**src/rtl/buck_mode_pkg.sv**
```systemverilog
package buck_mode_pkg;

   typedef enum logic {
      MODE_PWM  = 1'b0,
      MODE_HYST = 1'b1
   } op_mode_e;

   // Polarity that argues for leaving the current mode
   function automatic logic leave_sign(input op_mode_e cur, input logic phase_is_pos);
      return (cur == MODE_HYST) ? ~phase_is_pos : phase_is_pos;
   endfunction

endpackage

```
**src/rtl/bmc_sync.sv**
```systemverilog
module bmc_sync #(
   parameter int WIDTH  = 1,
   parameter int STAGES = 0
) (
   input  logic             clk,
   input  logic             rst_n,
   input  logic [WIDTH-1:0] d,
   output logic [WIDTH-1:0] q
);

   initial begin
      assert (WIDTH >= 1) else $error("bmc_sync: WIDTH must be at least 1");
      assert (STAGES >= 0 && STAGES <= 4) else $error("bmc_sync: STAGES out of range");
   end

   generate
      if (STAGES == 0) begin : g_bypass
         assign q = d;
      end else begin : g_chain
         logic [WIDTH-1:0] stg [STAGES];
         always_ff @(posedge clk or negedge rst_n) begin
            if (!rst_n) stg[0] <= '0;
            else        stg[0] <= d;
         end
         for (genvar i = 1; i < STAGES; i++) begin : g_stage
            always_ff @(posedge clk or negedge rst_n) begin
               if (!rst_n) stg[i] <= '0;
               else        stg[i] <= stg[i-1];
            end
         end
         assign q = stg[STAGES-1];
      end
   endgenerate

endmodule

```
**src/rtl/bmc_streak.sv**
```systemverilog
module bmc_streak #(
   parameter int STREAK_LEN = 8,
   parameter int CNT_W      = 3
) (
   input  logic             clk,
   input  logic             rst_n,
   input  logic             clear,
   input  logic             sample,
   input  logic             toward,
   output logic             hit,
   output logic [CNT_W-1:0] count
);

   localparam logic [CNT_W-1:0] LAST = CNT_W'(STREAK_LEN - 1);
   localparam logic [CNT_W-1:0] SAT  = {CNT_W{1'b1}};

   initial begin
      assert (STREAK_LEN >= 2) else $error("bmc_streak: STREAK_LEN must be at least 2");
      assert ((1 << CNT_W) >= STREAK_LEN) else $error("bmc_streak: CNT_W too narrow");
   end

   assign hit = sample & toward & ~clear & (count == LAST);

   always_ff @(posedge clk or negedge rst_n) begin
      if (!rst_n) begin
         count <= '0;
      end else if (clear) begin
         count <= '0;
      end else if (sample) begin
         if (!toward)           count <= '0;
         else if (hit)          count <= '0;
         else if (count != SAT) count <= count + 1'b1;
      end
   end

   // no sample, no clear -> streak untouched
   a_r2_hold_without_sample: assert property (@(posedge clk) disable iff (!rst_n)
      (!sample && !clear) |=> $stable(count));

   // an opposite-sign sample restarts the streak
   a_r5_opposite_restarts: assert property (@(posedge clk) disable iff (!rst_n)
      (sample && !toward) |=> (count == '0));

endmodule

```
**src/rtl/bmc_mode_fsm.sv**
```systemverilog
module bmc_mode_fsm
   import buck_mode_pkg::*;
(
   input  logic     clk,
   input  logic     rst_n,
   input  logic     en,
   input  logic     force_pwm,
   input  logic     droop,
   input  logic     hit,
   output op_mode_e mode_q,
   output op_mode_e mode_d,
   output logic     streak_clr
);

   always_comb begin
      mode_d = mode_q;
      if (!en || force_pwm)                   mode_d = MODE_PWM;
      else if (mode_q == MODE_HYST && droop)  mode_d = MODE_PWM;
      else if (hit)                           mode_d = (mode_q == MODE_HYST) ? MODE_PWM : MODE_HYST;
   end

   assign streak_clr = ~en | force_pwm | ((mode_q == MODE_HYST) & droop);

   always_ff @(posedge clk or negedge rst_n) begin
      if (!rst_n) mode_q <= MODE_PWM;
      else        mode_q <= mode_d;
   end

   // disable returns to PWM
   a_r1_disable_pwm: assert property (@(posedge clk) disable iff (!rst_n)
      !en |=> (mode_q == MODE_PWM));

   // load droop leaves hysteretic mode on the next clock
   a_r6_droop_exit: assert property (@(posedge clk) disable iff (!rst_n)
      (en && mode_q == MODE_HYST && droop) |=> (mode_q == MODE_PWM));

   // forced PWM holds the mode
   a_r9_force_pwm: assert property (@(posedge clk) disable iff (!rst_n)
      (en && force_pwm) |=> (mode_q == MODE_PWM));

   // entry to hysteretic mode only at a completed streak
   a_r3_entry_on_streak: assert property (@(posedge clk) disable iff (!rst_n)
      $rose(mode_q == MODE_HYST) |-> $past(hit));

endmodule

```
**src/rtl/bmc_hyst_pulse.sv**
```systemverilog
module bmc_hyst_pulse (
   input  logic clk,
   input  logic rst_n,
   input  logic stay_hyst,
   input  logic at_low,
   input  logic at_high,
   output logic pulse_q
);

   always_ff @(posedge clk or negedge rst_n) begin
      if (!rst_n)          pulse_q <= 1'b0;
      else if (!stay_hyst) pulse_q <= 1'b0;
      else if (at_high)    pulse_q <= 1'b0;
      else if (at_low)     pulse_q <= 1'b1;
   end

   // upper limit ends the pulse
   a_r7_end_at_upper: assert property (@(posedge clk) disable iff (!rst_n)
      (stay_hyst && at_high) |=> !pulse_q);

   // lower limit starts the pulse
   a_r7_start_at_lower: assert property (@(posedge clk) disable iff (!rst_n)
      (stay_hyst && at_low && !at_high) |=> pulse_q);

endmodule

```
**src/rtl/bmc_gate_req.sv**
```systemverilog
module bmc_gate_req
   import buck_mode_pkg::*;
(
   input  logic     clk,
   input  logic     rst_n,
   input  logic     en,
   input  op_mode_e mode_q,
   input  logic     pulse_q,
   input  logic     pwm_req,
   output logic     hs_en,
   output logic     ls_en
);

   always_comb begin
      hs_en = 1'b0;
      ls_en = 1'b0;
      if (en) begin
         if (mode_q == MODE_HYST) begin
            hs_en = pulse_q;
         end else begin
            hs_en = pwm_req;
            ls_en = ~pwm_req;
         end
      end
   end

   // never both switches requested
   a_r10_no_overlap: assert property (@(posedge clk) disable iff (!rst_n)
      !(hs_en && ls_en));

   // diode emulation keeps the low side off in hysteretic mode
   a_r8_ls_off_hyst: assert property (@(posedge clk) disable iff (!rst_n)
      (mode_q == MODE_HYST) |-> !ls_en);

endmodule

```
**src/rtl/buck_mode_ctrl.sv**
```systemverilog
module buck_mode_ctrl
   import buck_mode_pkg::*;
#(
   parameter int STREAK_LEN  = 8,
   parameter int SYNC_STAGES = 0
) (
   input  logic clk,
   input  logic rst_n,
   input  logic chan_en,
   input  logic cyc_sample,
   input  logic phase_pos,
   input  logic force_pwm,
   input  logic vout_low,
   input  logic vout_high,
   input  logic load_droop,
   input  logic pwm_hs_req,
   output logic hyst_mode,
   output logic hs_gate_en,
   output logic ls_gate_en
);

   localparam int CNT_W  = (STREAK_LEN > 1) ? $clog2(STREAK_LEN) : 1;
   localparam int CMP_W  = 5;

   initial begin
      assert (STREAK_LEN >= 2 && STREAK_LEN <= 256)
         else $error("buck_mode_ctrl: STREAK_LEN out of range");
   end

   logic [CMP_W-1:0] cmp_raw, cmp_s;
   logic             ph_s, frc_s, low_s, high_s, drp_s;

   assign cmp_raw = {phase_pos, force_pwm, vout_low, vout_high, load_droop};

   bmc_sync #(.WIDTH(CMP_W), .STAGES(SYNC_STAGES)) u_sync (
      .clk   (clk),
      .rst_n (rst_n),
      .d     (cmp_raw),
      .q     (cmp_s)
   );

   assign {ph_s, frc_s, low_s, high_s, drp_s} = cmp_s;

   op_mode_e         mode_q, mode_d;
   logic             streak_clr, streak_hit, toward;
   logic [CNT_W-1:0] streak_cnt;
   logic             pulse_q;

   assign toward = leave_sign(mode_q, ph_s);

   bmc_streak #(.STREAK_LEN(STREAK_LEN), .CNT_W(CNT_W)) u_streak (
      .clk    (clk),
      .rst_n  (rst_n),
      .clear  (streak_clr),
      .sample (cyc_sample),
      .toward (toward),
      .hit    (streak_hit),
      .count  (streak_cnt)
   );

   bmc_mode_fsm u_fsm (
      .clk        (clk),
      .rst_n      (rst_n),
      .en         (chan_en),
      .force_pwm  (frc_s),
      .droop      (drp_s),
      .hit        (streak_hit),
      .mode_q     (mode_q),
      .mode_d     (mode_d),
      .streak_clr (streak_clr)
   );

   bmc_hyst_pulse u_pulse (
      .clk       (clk),
      .rst_n     (rst_n),
      .stay_hyst ((mode_q == MODE_HYST) && (mode_d == MODE_HYST)),
      .at_low    (low_s),
      .at_high   (high_s),
      .pulse_q   (pulse_q)
   );

   bmc_gate_req u_gate (
      .clk     (clk),
      .rst_n   (rst_n),
      .en      (chan_en),
      .mode_q  (mode_q),
      .pulse_q (pulse_q),
      .pwm_req (pwm_hs_req),
      .hs_en   (hs_gate_en),
      .ls_en   (ls_gate_en)
   );

   assign hyst_mode = (mode_q == MODE_HYST);

   // the first cycle in hysteretic mode has both switches off
   a_r8_entry_both_off: assert property (@(posedge clk) disable iff (!rst_n)
      (chan_en && $rose(hyst_mode)) |-> (!hs_gate_en && !ls_gate_en));

   // leaving hysteretic mode needs a completed streak, droop, force or disable
   a_r4_exit_cause: assert property (@(posedge clk) disable iff (!rst_n)
      $fell(hyst_mode) |-> $past(streak_hit || streak_clr));

   // disabled channel requests no gate
   a_r1_gates_off: assert property (@(posedge clk) disable iff (!rst_n)
      !chan_en |-> (!hs_gate_en && !ls_gate_en));

endmodule

```
**config.mk**
```make
export PLATFORM = sky130hd
export DESIGN_NAME = buck_mode_ctrl
export DESIGN_NICKNAME = d
export VERILOG_FILES = /design/src/rtl/buck_mode_pkg.sv /design/src/rtl/bmc_sync.sv /design/src/rtl/bmc_streak.sv /design/src/rtl/bmc_mode_fsm.sv /design/src/rtl/bmc_hyst_pulse.sv /design/src/rtl/bmc_gate_req.sv /design/src/rtl/buck_mode_ctrl.sv
export SDC_FILE = /design/constraint.sdc
export NUM_CORES = 1
export LEC_CHECK = 0
export BUFFER_PORTS_ARGS = -buffer_cell sky130_fd_sc_hd__clkbuf_2
export CORE_AREA = 2 2 39 41
export DETAILED_ROUTE_END_ITERATION = 8
export DIE_AREA = 0 0 41 43
export PLACE_DENSITY_LB_ADDON = 0.15
export SYNTH_ARGS = -nofsm -noshare
export SYNTH_HDL_FRONTEND = slang
export SYNTH_HIERARCHICAL = 1
export SYNTH_SLANG_ARGS = --single-unit
```
**constraint.sdc**
```tcl
create_clock -name clk -period 2.1 [get_ports clk]
set_input_delay 0.105 -clock clk [delete_from_list [all_inputs] [get_ports clk]]
set_output_delay 0.105 -clock clk [all_outputs]
set_load 0.03 [all_outputs]
```
# Word level (Yosys, flattened, before mapping)
# Cells that the tools add are included.
[totals]
output_inout_bits = 3
input_bits = 10
regBits = 5
word_cells = 41
[op_classes]
eq_ne = 4
n_mux = 17
n_reduce_logical = 6
add_sub_neg = 1
n_bitwise = 10
[ops]
columns = ["cell", "n"]
rows = [
  ["$mux 3", 5],
  ["$mux 1", 12],
  ["$ne 3x3->1 const B", 2],
  ["$and 1x1->1", 4],
  ["$ne 4x3->1 const B", 1],
  ["$not 1->1", 4],
  ["$add 3x1->3 const B", 1],
  ["$eq 3x3->1 const B", 1],
  ["$logic_and 1x1->1", 2],
  ["$or 1x1->1", 2],
  ["$reduce_and 2->1", 1],
  ["$reduce_bool 2->1", 1],
  ["$logic_not 1->1", 1],
  ["$logic_or 1x1->1", 1],
]

# Depth between registers and ports, before layout
[logic_depth]
ltp_word = 11
depth_mapped = 8
depth_no_buf = 7

# By module
# The synthesis kept the hierarchy.
[by_module_without_submodules]
columns = ["module", "seq_area_each_um2", "instances", "cells_each", "area_each_um2"]
rows = [
  ["bmc_streak", 75.1, 1, 15, 173.9],
  ["bmc_mode_fsm", 25.0, 1, 6, 62.6],
  ["bmc_hyst_pulse", 25.0, 1, 3, 41.3],
  ["bmc_sync", 0.0, 1, 5, 37.5],
  ["bmc_gate_req", 0.0, 1, 3, 23.8],
  ["buck_mode_ctrl", 0.0, 1, 2, 16.3],
]

# Worst setup path before layout
# No wires, ideal clock.
[synth_timing]
kind = "flip-flop to flip-flop"
from = "register u_fsm.mode_q"
to = "register u_pulse.pulse_q"
path_stages_with_launch = 7
path_slack_ps = 239
setup_time_ps = 80
t_arrival_ps = 1781
period_less_slack_ps = 1861
n_path_buf = 0
required_ps = 2020
path_cell_list = "dfrtp_1 > xor2_1 > and4b_2 > or3b_1 > a21oi_2 > and2_2 > nor3b_2"
[synth_via]
elab_cells_between_ends = 15
cone_classes = "1 x eq/ne; 6 x mux; 6 x bitwise; 2 x reduce/logical"
[synth_lines]
columns = ["element", "line_no", "source"]
rows = [
  ["from (decl)", "bmc_mode_fsm.sv:10", "output op_mode_e mode_q,"],
  ["from (signal assigned)", "bmc_mode_fsm.sv:26", "else mode_q <= mode_d;"],
  ["$mux 1 *", "buck_mode_pkg.sv:10", "return (cur == MODE_HYST) ? ~phase_is_pos : phase_is_pos;"],
  ["via toward", "buck_mode_ctrl.sv:45", "logic streak_clr, streak_hit, toward;"],
  ["$and 1x1->1 * (3 in a row)", "bmc_streak.sv:22", "assign hit = sample & toward & ~clear & (count == LAST);"],
  ["via streak_hit", "buck_mode_ctrl.sv:45", ""],
  ["$mux 1 *", "bmc_mode_fsm.sv:19", "else if (hit) mode_d = (mode_q == MODE_HYST) ? MODE_PWM : MODE_HYST;"],
  ["$mux 1 *", "bmc_mode_fsm.sv:18", "else if (mode_q == MODE_HYST && droop) mode_d = MODE_PWM;"],
  ["$mux 1 *", "bmc_mode_fsm.sv:17", "if (!en || force_pwm) mode_d = MODE_PWM;"],
  ["via mode_d", "buck_mode_ctrl.sv:44", "op_mode_e mode_q, mode_d;"],
  ["$logic_and 1x1->1 *", "buck_mode_ctrl.sv:76", ".stay_hyst ((mode_q == MODE_HYST) && (mode_d == MODE_HYST)),"],
  ["$ne 3x3->1 (no line) or $mux 1 (tied branches)", "-", ""],
  ["to (signal assigned)", "bmc_hyst_pulse.sv:11", "if (!rst_n) pulse_q <= 1'b0;"],
  ["to (signal assigned)", "bmc_hyst_pulse.sv:12", "else if (!stay_hyst) pulse_q <= 1'b0;"],
  ["to (signal assigned)", "bmc_hyst_pulse.sv:13", "else if (at_high) pulse_q <= 1'b0;"],
  ["to (decl)", "bmc_hyst_pulse.sv:7", "output logic pulse_q"],
]
# The timed path passes the listed nets; every way through them passes the cells marked *.
# A chain may end at the register's enable or synchronous reset.

# Worst setup path after layout
[layout_timing]
from = "register u_streak.count[0]"
to = "register u_pulse.pulse_q"
[layout_via]
elab_chain_len = 7
elab_cells_between_ends = 8
cone_classes = "2 x eq/ne; 4 x mux; 1 x bitwise; 1 x reduce/logical"
[layout_lines]
columns = ["element", "line_no", "source"]
rows = [
  ["from (decl)", "bmc_streak.sv:11", "output logic [CNT_W-1:0] count"],
  ["from (signal assigned)", "bmc_streak.sv:32", "else if (count != SAT) count <= count + 1'b1;"],
  ["$eq 3x3->1 *", "bmc_streak.sv:22", ""],
  ["$and 1x1->1 *", "bmc_streak.sv:22", ""],
  ["via streak_hit", "buck_mode_ctrl.sv:45", ""],
  ["$mux 1 *", "bmc_mode_fsm.sv:19", ""],
  ["$mux 1 *", "bmc_mode_fsm.sv:18", ""],
  ["$mux 1 *", "bmc_mode_fsm.sv:17", ""],
  ["via mode_d", "buck_mode_ctrl.sv:44", ""],
  ["$logic_and 1x1->1 *", "buck_mode_ctrl.sv:76", ""],
  ["$ne 3x3->1 (no line) or $mux 1 (tied branches)", "-", ""],
]
# Marked as above.

==> impl_summary.txt <==
----------------------------------------------------
[Synthesis]
  Cells after Synth ... 34
  FF+latch count, synth ... 5
  Library cell occupying the most area in the post-synthesis netlist ... sky130_fd_sc_hd__dfrtp_1
  Post-synthesis cell area ... 355 µm²
  Proportion of register bits with asynchronous set or reset after synthesis ... 100%
  Register area share after synthesis ... 35.2%
  Synthesized Nets ... 46
  Main synth FF type ... sky130_fd_sc_hd__dfrtp_1
  Count of flip-flops with a built-in enable after synthesis ... 0
  Post-Synthesis Mean Instance Area ... 10.5 µm²
  Most area-consuming cells after synthesis ... sky130_fd_sc_hd__dfrtp_1 35%, sky130_fd_sc_hd__buf_4 11%, sky130_fd_sc_hd__nand2b_1 8.8%
  Total number of yosys warnings ... 6
  Area share of the leading cell type in the synthesized netlist ... 35.2%
  Unique masters post-synth ... 18

[Setup path]
  Required time reported for the critical path endpoint ... 2.26 ns
  FF-to-FF setup slack ... 0.16 ns
  Startpoint Class ... flip-flop
  Setup CP Type ... flip-flop to flip-flop
  CP Data Arrival Time ... 2.10 ns
  Crit Reg-Reg Endpoint ... u_pulse/pulse_q
  Maximum fanout count along the critical path ... 4
  R2R depth ... 7
  Nature of the critical path endpoint ... flip-flop
  Crit Reg-Reg Startpoint ... u_streak/count[0]

[Drt]
  Total number of vias ... 283
  Detailed-routing iteration count for the pre-antenna-repair pass ... 3
  Detailed-route wire length per cell ... 10.1 µm
  Vias/cell ... 4.56
  Routed wire length ... 628 µm
  Detailed router's first-iteration violation count ... 4
  Count of nets left with antenna violations after detail routing ... 0
  DRC violations left ... 0

[STA]
  Setup TNS Final ... 0 ns
  Time the worst path needs with I/O delays and setup ... 1.94 ns
  Final count of negative-setup-slack endpoints ... 0
  Hold Fails Final Rpt ... 0
  Crit path setup slack, layout ... 0.160 ns
  Worst Max-Slew Pin Slew ... 0.262 ns
  Maximum clock frequency ... 0.516 GHz
  Worst slew margin relative to its limit ... 82.5%
  Number of slew-limit violations in the final report ... 0
  Largest clock skew in the final design ... 0.00161 ns
  RSZ-0062 raised after global routing ... no
  Share of the clock period used by the worst path after layout ... 92.4%

[Placement]
  Pre-CTS setup slack ... 0.168 ns
  Count of port buffers added during placement ... 12
  Area after detailed placement ... 398 µm²
  RePlAce Congestion ... 0.614
  Final HPWL DP ... 528 µm

[Finish]
  Layout cell share with drive strength beyond 1 ... 41.3%
  Design area ... 434 µm²
  Fillcell total ... 152
  Diode insertion count for antenna repair ... 0
  Post-layout utilization of the core ... 31.4%
  Area added between synthesis and finish ... 22.2%
  Net count, final ... 59
  Most common cell after layout, fill and taps aside ... sky130_fd_sc_hd__clkbuf_2
  Area taken by flip-flops and latches ... 125 µm²
  Area occupied by multi-input gates ... 193 µm²
  Commonest cells after routing, fill and taps aside ... 12 x sky130_fd_sc_hd__clkbuf_2, 5 x sky130_fd_sc_hd__nand2b_1, 5 x sky130_fd_sc_hd__dfrtp_1

[Floorplan]
  Placeable core area ... 1380 µm²
  Total Die Area ... 1760 µm²
  Starting density of the core ... 25.7%
  Width of the die ... 41 µm
  Die Height ... 43 µm
  IO Pins ... 13
  Number of placement rows ... 14

[Hold path]
  Min-Delay Endpoint ... u_pulse/pulse_q
  Worst Hold Path Cells ... 2
  Worst Hold Class ... primary input to flip-flop
  Hold Crit Start ... vout_high

[Clocking]
  H-tree Lvls ... 1
  Clock latency reported for the late side of the worst-skew pair ... 0.24 ns
  Total CTS buffers ... 3
  Quantity of gates resized following cts ... 0
  Clk slew on worst S/H paths ... 0.04 ns
  Maximum clock insertion buffer count ... 2
  TritonCTS clock tree ... done
  Total number of clock tree sinks ... 5
  Clock root cell ... sky130_fd_sc_hd__clkbuf_4

[Global route]
  Total global-route track usage ... 10.0%
  Number of global-route vias before repair ... 291
  Initial antenna violation count ... 0
  Largest net degree at the start of global routing ... 9
  Wire length of the first global-routing pass ... 1.11 mm
  Overflow after GRT ... 0

[Pwr]
  Pwr per Cell Area ... 542 nW/µm²
  Largest vdd supply drop ... 0.000319 V
  Static leakage power ... 0.000206 µW

[Run status]
  Run status ... completed

[Run]
  Max-Cap Viols ... 0

----------------------------------------------------
registers in the layout, summed over array words and instances (netlist names):
signal and cells:
u_fsm/mode_q 1, u_pulse/pulse_q 1, u_streak/count 3
stage by stage:
stage | hold slack (ns) | instances | total power, µW
finish | 0.0221 | 62 | 235
floorplan | -0.191 | 34 | 119
detailed placement | -0.0756 | 57 | 127
global route | 0.0110 | 62 | 259
CTS | 0.0120 | 62 | 243
global placement | -0.0766 | 57 | 126
layout make-up:
cell class,count,share of cell area [%]
Timing Repair Buffer,13,16.1
Sequential cell,5,28.8
Clock buffer,4,6.05
Multi-Input combinational cell,24,44.4
Tap cell,16,4.61
cell families (layout without fill, tap and decap cells):
kind of cell | Yosys count | in the layout | share of synthesized area (%)
muxes | 1 | 1 | 2.82
and+or+nand+nor | 15 | 15 | 33.1
xor gates and xnor gates | 1 | 1 | 2.47
AOI/OAI and AO/OA | 5 | 5 | 8.80
adders and majority gates | 2 | 2 | 7.04
buffers and inverters | 5 | 17 | 10.6
DFF | 5 | 5 | 35.2
critical path, stage by stage (launching register included):
cell,delay (ns)
sky130_fd_sc_hd__dfrtp_1,0.39
sky130_fd_sc_hd__ha_1,0.21
sky130_fd_sc_hd__ha_1,0.22
sky130_fd_sc_hd__and4b_2,0.23
sky130_fd_sc_hd__or3b_1,0.39
sky130_fd_sc_hd__a21oi_2,0.14
sky130_fd_sc_hd__and2_2,0.14
sky130_fd_sc_hd__nor3b_2,0.14
power by group:
| group | leakage (µW) | switching (µW) | internal, µW | total [µW] |
|---|---|---|---|---|
| clock | 0.0000150 | 36.9 | 71.7 | 109 |
| combinational | 0.000122 | 15.2 | 13.6 | 28.8 |
| sequential | 0.0000696 | 0.556 | 97.4 | 98.0 |
| total | 0.000206 | 52.6 | 183 | 235 |
synth_stat cells, types with 2 or more instances:
cell type and count:
sky130_fd_sc_hd__a21oi_1 3, sky130_fd_sc_hd__buf_4 5, sky130_fd_sc_hd__ha_1 2, sky130_fd_sc_hd__dfrtp_1 5, sky130_fd_sc_hd__nand4b_1 2, sky130_fd_sc_hd__nand2b_1 5
worst max path at each step:
stage | from | endpoint | slack, ns | cells after the start
2_1_floorplan | u_fsm/mode_q | u_pulse/pulse_q | 0.24 | 6
3_5_place_dp | u_streak/count[0] | u_pulse/pulse_q | 0.17 | 7
5_1_grt | u_streak/count[0] | u_pulse/pulse_q | 0.05 | 7
3_3_place_gp | u_streak/count[0] | u_pulse/pulse_q | 0.21 | 7
6_report | u_streak/count[0] | u_pulse/pulse_q | 0.16 | 7
4_1_cts | u_streak/count[0] | u_pulse/pulse_q | 0.14 | 7
timing repair:
action	CTS	global route
hold buffers	1	0
hold endpoints to repair	5	0
endpoints found under the setup margin	0	0
setup buffers	0	0
routing by layer:
| metal | wire length, µm | global-route usage, % | vias up |
|---|---|---|---|
| met1 | 255 | 11.5 | 133 |
| met3 | 36 | 6.28 | 0 |
| met2 | 336 | 13.4 | 10 |
| li1 | - | - | 140 |
| met5 | 0 | 0 | - |
| met4 | 0 | 6.00 | 0 |
Note: power is estimated with default switching activity, not from simulation.
